$ cat config.mk
export PLATFORM = sky130hd
export DESIGN_NAME = pgremap_top
export DESIGN_NICKNAME = d
export VERILOG_FILES = /design/src/rtl/pgremap_pkg.sv /design/src/rtl/pgremap_ctrl.sv /design/src/rtl/pgremap_dpath.sv /design/src/rtl/pgremap_top.sv
export SDC_FILE = /design/constraint.sdc
export NUM_CORES = 1
export LEC_CHECK = 0
export ABC_AREA = 1
export BUFFER_PORTS_ARGS = -buffer_cell sky130_fd_sc_hd__buf_2
export CAP_MARGIN = 20
export CORE_ASPECT_RATIO = 1.4
export CORE_UTILIZATION = 52
export DETAILED_ROUTE_END_ITERATION = 16
export PLACE_DENSITY = 0.79
export SLEW_MARGIN = 10
export SYNTH_ARGS = -nofsm -noshare
export SYNTH_HDL_FRONTEND = slang
export SYNTH_SLANG_ARGS = --single-unit
$ cat constraint.sdc
create_clock -name clk -period 1.25 [get_ports clk]
set_input_delay 0.0625 -clock clk [delete_from_list [all_inputs] [get_ports clk]]
set_output_delay 0.0625 -clock clk [all_outputs]
set_load 0.05 [all_outputs]
$ cat src/rtl/pgremap_pkg.sv
package pgremap_pkg;
  localparam int PAGE_W = 8;

  typedef struct packed {
    logic              wrZpRd;
    logic              wrZpWr;
    logic              wrStack;
    logic              wrCtrl;
    logic [PAGE_W-1:0] data;
  } regStrobe_t;
endpackage

$ cat src/rtl/pgremap_ctrl.sv
module pgremap_ctrl
  import pgremap_pkg::*;
#(
  parameter int          ADDR_W  = 16,
  parameter logic [15:0] IO_BASE = 16'hFE00
) (
  input  logic              clk,
  input  logic              rstN,
  input  logic [ADDR_W-1:0] cpuAddr,
  input  logic              cpuRnw,
  input  logic              cpuValid,
  input  logic [PAGE_W-1:0] cpuWdata,
  output regStrobe_t        strb
);
  localparam logic [ADDR_W-3:0] WIN_TAG = IO_BASE[ADDR_W-1:2];

  logic inWindow;
  logic wrCycle;

  always_comb begin
    inWindow = (cpuAddr[ADDR_W-1:2] == WIN_TAG);
    wrCycle  = cpuValid && !cpuRnw && inWindow;
    strb.wrZpRd  = wrCycle && (cpuAddr[1:0] == 2'd0);
    strb.wrZpWr  = wrCycle && (cpuAddr[1:0] == 2'd1);
    strb.wrStack = wrCycle && (cpuAddr[1:0] == 2'd2);
    strb.wrCtrl  = wrCycle && (cpuAddr[1:0] == 2'd3);
    strb.data    = cpuWdata;
  end

  // at most one register is targeted per cycle
  p_one_strobe_r10: assert property (@(posedge clk) disable iff (!rstN)
    $onehot0({strb.wrZpRd, strb.wrZpWr, strb.wrStack, strb.wrCtrl}));

  // read or idle cycles never produce a write strobe
  p_no_wr_idle_r8: assert property (@(posedge clk) disable iff (!rstN)
    (cpuRnw || !cpuValid) |->
      ({strb.wrZpRd, strb.wrZpWr, strb.wrStack, strb.wrCtrl} == 4'b0000));
endmodule

$ cat src/rtl/pgremap_dpath.sv
module pgremap_dpath
  import pgremap_pkg::*;
#(
  parameter int ADDR_W   = 16,
  parameter bit STACK_EN = 1'b1
) (
  input  logic              clk,
  input  logic              rstN,
  input  regStrobe_t        strb,
  input  logic [ADDR_W-1:0] cpuAddr,
  input  logic              cpuRnw,
  output logic [ADDR_W-1:0] physAddr
);
  localparam int          LOW_W      = ADDR_W - PAGE_W;
  localparam logic [PAGE_W-1:0] ZP_PAGE    = '0;
  localparam logic [PAGE_W-1:0] STACK_PAGE = PAGE_W'(1);

  logic [PAGE_W-1:0] zpRdPage;
  logic [PAGE_W-1:0] zpWrPage;
  logic [PAGE_W-1:0] stackPage;
  logic              dualMode;
  logic [PAGE_W-1:0] cpuPage;
  logic [PAGE_W-1:0] outPage;

  always_ff @(posedge clk or negedge rstN) begin
    if (!rstN) begin
      zpRdPage <= ZP_PAGE;
      zpWrPage <= ZP_PAGE;
      dualMode <= 1'b0;
    end else begin
      if (strb.wrZpRd) zpRdPage <= strb.data;
      if (strb.wrZpWr) zpWrPage <= strb.data;
      if (strb.wrCtrl) dualMode <= strb.data[0];
    end
  end

  generate
    if (STACK_EN) begin : g_stack
      logic [PAGE_W-1:0] stackReg;
      always_ff @(posedge clk or negedge rstN) begin
        if (!rstN)             stackReg <= STACK_PAGE;
        else if (strb.wrStack) stackReg <= strb.data;
      end
      assign stackPage = stackReg;

      // stack register loads the written byte
      p_stack_upd_r7: assert property (@(posedge clk) disable iff (!rstN)
        strb.wrStack |=> (stackPage == $past(strb.data)));
    end else begin : g_nostack
      assign stackPage = STACK_PAGE;
    end
  endgenerate

  always_comb begin
    cpuPage = cpuAddr[ADDR_W-1:LOW_W];
    if (cpuPage == ZP_PAGE)
      outPage = (dualMode && !cpuRnw) ? zpWrPage : zpRdPage;
    else if (cpuPage == STACK_PAGE)
      outPage = stackPage;
    else
      outPage = cpuPage;
    physAddr = {outPage, cpuAddr[LOW_W-1:0]};
  end

  // read page register takes the written byte on the closing edge
  p_zprd_upd_r4: assert property (@(posedge clk) disable iff (!rstN)
    strb.wrZpRd |=> (zpRdPage == $past(strb.data)));

  // without a strobe, the page registers and mode keep their values
  p_hold_r8: assert property (@(posedge clk) disable iff (!rstN)
    !(strb.wrZpRd || strb.wrZpWr || strb.wrCtrl) |=>
      ($stable(zpRdPage) && $stable(zpWrPage) && $stable(dualMode)));
endmodule

$ cat src/rtl/pgremap_top.sv
module pgremap_top
  import pgremap_pkg::*;
#(
  parameter int          ADDR_W   = 16,
  parameter logic [15:0] IO_BASE  = 16'hFE00,
  parameter bit          STACK_EN = 1'b1
) (
  input  logic              clk,
  input  logic              rstN,
  input  logic [ADDR_W-1:0] cpuAddr,
  input  logic              cpuRnw,
  input  logic              cpuValid,
  input  logic [7:0]        cpuWdata,
  output logic [ADDR_W-1:0] physAddr
);
  regStrobe_t strb;

  pgremap_ctrl #(.ADDR_W(ADDR_W), .IO_BASE(IO_BASE)) ctrl_i (
    .clk(clk), .rstN(rstN), .cpuAddr(cpuAddr), .cpuRnw(cpuRnw),
    .cpuValid(cpuValid), .cpuWdata(cpuWdata), .strb(strb)
  );

  pgremap_dpath #(.ADDR_W(ADDR_W), .STACK_EN(STACK_EN)) dpath_i (
    .clk(clk), .rstN(rstN), .strb(strb), .cpuAddr(cpuAddr),
    .cpuRnw(cpuRnw), .physAddr(physAddr)
  );

  // pages other than zero and stack pass straight through
  p_pass_r3: assert property (@(posedge clk) disable iff (!rstN)
    (cpuAddr[ADDR_W-1:ADDR_W-8] > 8'h01) |-> (physAddr == cpuAddr));

  // the low byte is never altered
  p_low_byte_r2: assert property (@(posedge clk) disable iff (!rstN)
    physAddr[7:0] == cpuAddr[7:0]);
endmodule

==> results.py <==
metrics = {
    "power": {
        "power.internal_mw": 1.149,
        "cellLeakagePower_nw": 1.179,
        "power_switching_mw": 0.5086,
        "switching_share_pct": 30.68,
        "pwr-share-seq_pct": 48.8,
        "fin_total_pwr_mw": 1.658,
        "combPwrFrac_pct": 21.1,
        "p_clk_share_pct": 30.1,
        "power_per_cell_area_mw_per_mm2": 776.1,
        "irDropWorstVdd_uv": 925.8,
    },
    "setup_path": {
        "cp_max_fo": 5,
        "crit_path_end_kind": "output port",
        "rr_worst_depth": 6,
        "r2r_start": "dpath_i.dualMode",
        "arrival_ns": 1.29,
        "start_kind": "register",
        "cp_data_required_time_ns": 1.19,
        "crit_type": "register to output port",
        "r2r_setup_slack_ns": 0.23,
        "reg2reg_to": "dpath_i.dualMode",
    },
    "detailed_routing": {
        "routed_wl_mm": 4.033,
        "drt-initial-drc-count": 44,
        "wl_per_cell_um": 13.27,
        "ant_nets": 0,
        "drc": 0,
        "via_per_inst": 5.339,
        "dr_total_vias": 1623,
        "dr.pass1.iters": 4,
    },
    "place": {
        "port_buffers": 43,
        "pre_cts_ws_ns": 0.07228,
        "dpl.hpwl_mm": 3.015,
        "gp_congestion": 0.8377,
    },
    "die": {
        "start_util_pct": 55.70,
        "dieHeight_um": 68.03,
        "rows": 23,
        "die_area_mm2": 0.003344,
        "dieWidth_um": 49.16,
        "core_area_mm2": 0.002907,
        "ios": 44,
    },
    "grt": {
        "antenna_found_initial": 0,
        "grt_usage_pct": 24.94,
        "grt_max_degree": 26,
        "grt_overflow": 0,
        "grt_pass1_wl_mm": 6.410,
        "grt_pass1_vias": 1483,
    },
    "sta": {
        "setup_ws_ns": -0.09837,
        "finClkSkew_ns": 0,
        "fmax_ghz": 0.7416,
        "final.min_clock_period_ns": 1.348,
        "min_period_over_period_pct": 107.9,
        "setup-tns-final_ns": -0.7439,
        "relSlewSlack_pct": 63.17,
        "fin_hold_ws_ns": 0.03713,
        "finalHoldViolations": 0,
        "drv_slew": 0,
        "setup_violations": 8,
        "worst_pin_slew_ns": 0.5524,
        "rsz0062_at_grt": "true",
    },
    "synth": {
        "yosysUniqueCellTypes": 19,
        "synth_area_leader_cell": "dfrtp_1",
        "syn-cell-area_mm2": 0.001619,
        "synth_seq_cells": 25,
        "netlist.area_leader.share_pct": 37.09,
        "netlist_instances": 217,
        "yosysWarnings": 0,
        "synthTopCellsByArea": "dfrtp_1, nand2_1, nand4_1",
        "yosysSeqAreaShare_pct": 38.72,
        "synth_fp_nets": 245,
        "postSynthAreaPerCell_um2": 7.461,
    },
    "cts": {
        "root_buffer": "clkbuf_8",
        "clkTransAtPathRegs_ns": 0.09,
        "clock_sinks": 25,
        "cts_buffers": 3,
        "cts_tree": "yes",
        "clk_latency_ns": 0.27,
        "clk_path_buf_depth": 2,
        "htreeDepth": 1,
    },
    "layout": {
        "drive_above_1_share_pct": 39.70,
        "fin_util_pct": 73.48,
        "area_growth_pct": 31.92,
        "nNetsFinal": 296,
        "antenna-diode-count": 0,
    },
    "worst_hold_path": {
        "hold_class": "primary input to register",
        "hold_start": "cpuWdata[0]",
        "hold_end": "dpath_i.g_stack.stackReg[0]",
        "hold_depth": 3,
    },
    "run_status": {
        "violations": "setup timing",
        "status": "complete, but fails checks",
    },
    "flow_run": {
        "maxCapViolCount": 0,
    },
}
-- through the flow --
| step | instances | cell area, um^2 |
|---|---|---|
| 2_1_floorplan | 217 | 1654 |
| 3_3_place_gp | 297 | 1923 |
| 3_5_place_dp | 297 | 1923 |
| 4_1_cts | 302 | 2034 |
| 5_1_grt | 304 | 2136 |
| 6_report | 304 | 2136 |
-- worst max-delay path, stage by stage (launching register included) --
cell     delay (ns)
dfrtp_2        0.46
buf_6          0.15
nand3_2        0.07
nand2_2        0.05
nand2_1        0.07
nand2_2        0.06
buf_8          0.15
-- worst max path at each step --
stage | from | to | slack [ns] | depth (start not counted)
final | dpath_i.dualMode | physAddr[8] | -0.1 | 6
after global routing | dpath_i.dualMode | physAddr[12] | -0.16 | 6
after CTS | dpath_i.dualMode | physAddr[8] | -0.08 | 6
after detailed placement | dpath_i.dualMode | physAddr[8] | 0.07 | 6
after global placement | dpath_i.dualMode | physAddr[15] | 0.12 | 6
after floorplan | dpath_i.dualMode | physAddr[8] | 0.005 | 6
-- timing repair --
action / CTS / global route
buffers inserted: 0 / 1
hold buffers: 1 / 0
endpoints found under the setup margin: 8 / 8
pin swaps: 1 / 13
resized for setup: 17 / 23
cloned: 0 / 1
hold endpoints to repair: 24 / 0
-- sequential cells by signal (all words and copies together) (netlist names) --
register,flops
dpath_i.g_stack.stackReg,8
dpath_i.zpRdPage,8
dpath_i.zpWrPage,8
dpath_i.dualMode,1
-- power groups by stage --
stage	combinational [mW]	sequential (mW)	clock (mW)
2_1_floorplan	0.198	0.825	0
3_3_place_gp	0.309	0.824	0
3_5_place_dp	0.312	0.824	0
4_1_cts	0.334	0.808	0.495
5_1_grt	0.373	0.809	0.533
6_report	0.350	0.808	0.500
-- layout by cell type (no fill, tap or decap) --
master | synthesis | final
nor2_2 | 5 | 5
nand3_2 | 0 | 15
nand2_2 | 1 | 5
buf_8 | 0 | 6
buf_6 | 2 | 4
inv_2 | 7 | 7
buf_2 | 1 | 35
buf_12 | 0 | 1
nand2_4 | 1 | 2
clkbuf_8 | 0 | 3
nand3_1 | 25 | 10
nor2_8 | 2 | 2
dlygate4sd3_1 | 0 | 1
o21ai_1 | 1 | 1
nand3_4 | 4 | 4
dfrtp_2 | 0 | 1
nand2_1 | 86 | 81
nor2_1 | 9 | 9
inv_1 | 9 | 9
clkinvlp_4 | 0 | 1
dfrtp_1 | 24 | 23
buf_4 | 10 | 12
clkinv_1 | 2 | 2
nor3_2 | 2 | 2
dfstp_2 | 1 | 1
nand4_1 | 25 | 25
-- per-layer routing --
layer | vias up | global-route usage, % | routed length [um]
met4 | 0 | 8.824 | 91
met3 | 10 | 2.000 | 186
met5 | - | 0 | 0
li1 | 811 | - | -
met2 | 61 | 48.97 | 2134
met1 | 741 | 27.97 | 1621
-- synthesized netlist by cell type --
master / n
buf_2: 1
buf_4: 10
buf_6: 2
clkinv_1: 2
dfrtp_1: 24
dfstp_2: 1
inv_1: 9
inv_2: 7
nand2_1: 86
nand2_2: 1
nand2_4: 1
nand3_1: 25
nand3_4: 4
nand4_1: 25
nor2_1: 9
nor2_2: 5
nor2_8: 2
nor3_2: 2
o21ai_1: 1
-- logic make-up (layout without fill, tap and decap cells) --
family	Yosys count	count (layout)	share of synthesized area, %
simple gates	160	160	50.46
compound gates	1	1	0.3088
buf+inv	31	81	10.51
flops	25	25	38.72
-- final cells by class --
class,count,area (um^2)
Sequential cell,25,628.1
Clock inverter,1,7.507
Multi-Input combinational cell,161,914.6
Clock buffer,3,41.29
Timing Repair Buffer,59,430.4
Tap cell,37,46.29
Inverter,18,67.56
Fill cell,243,770.7
Power figures use the tool's default switching activity.
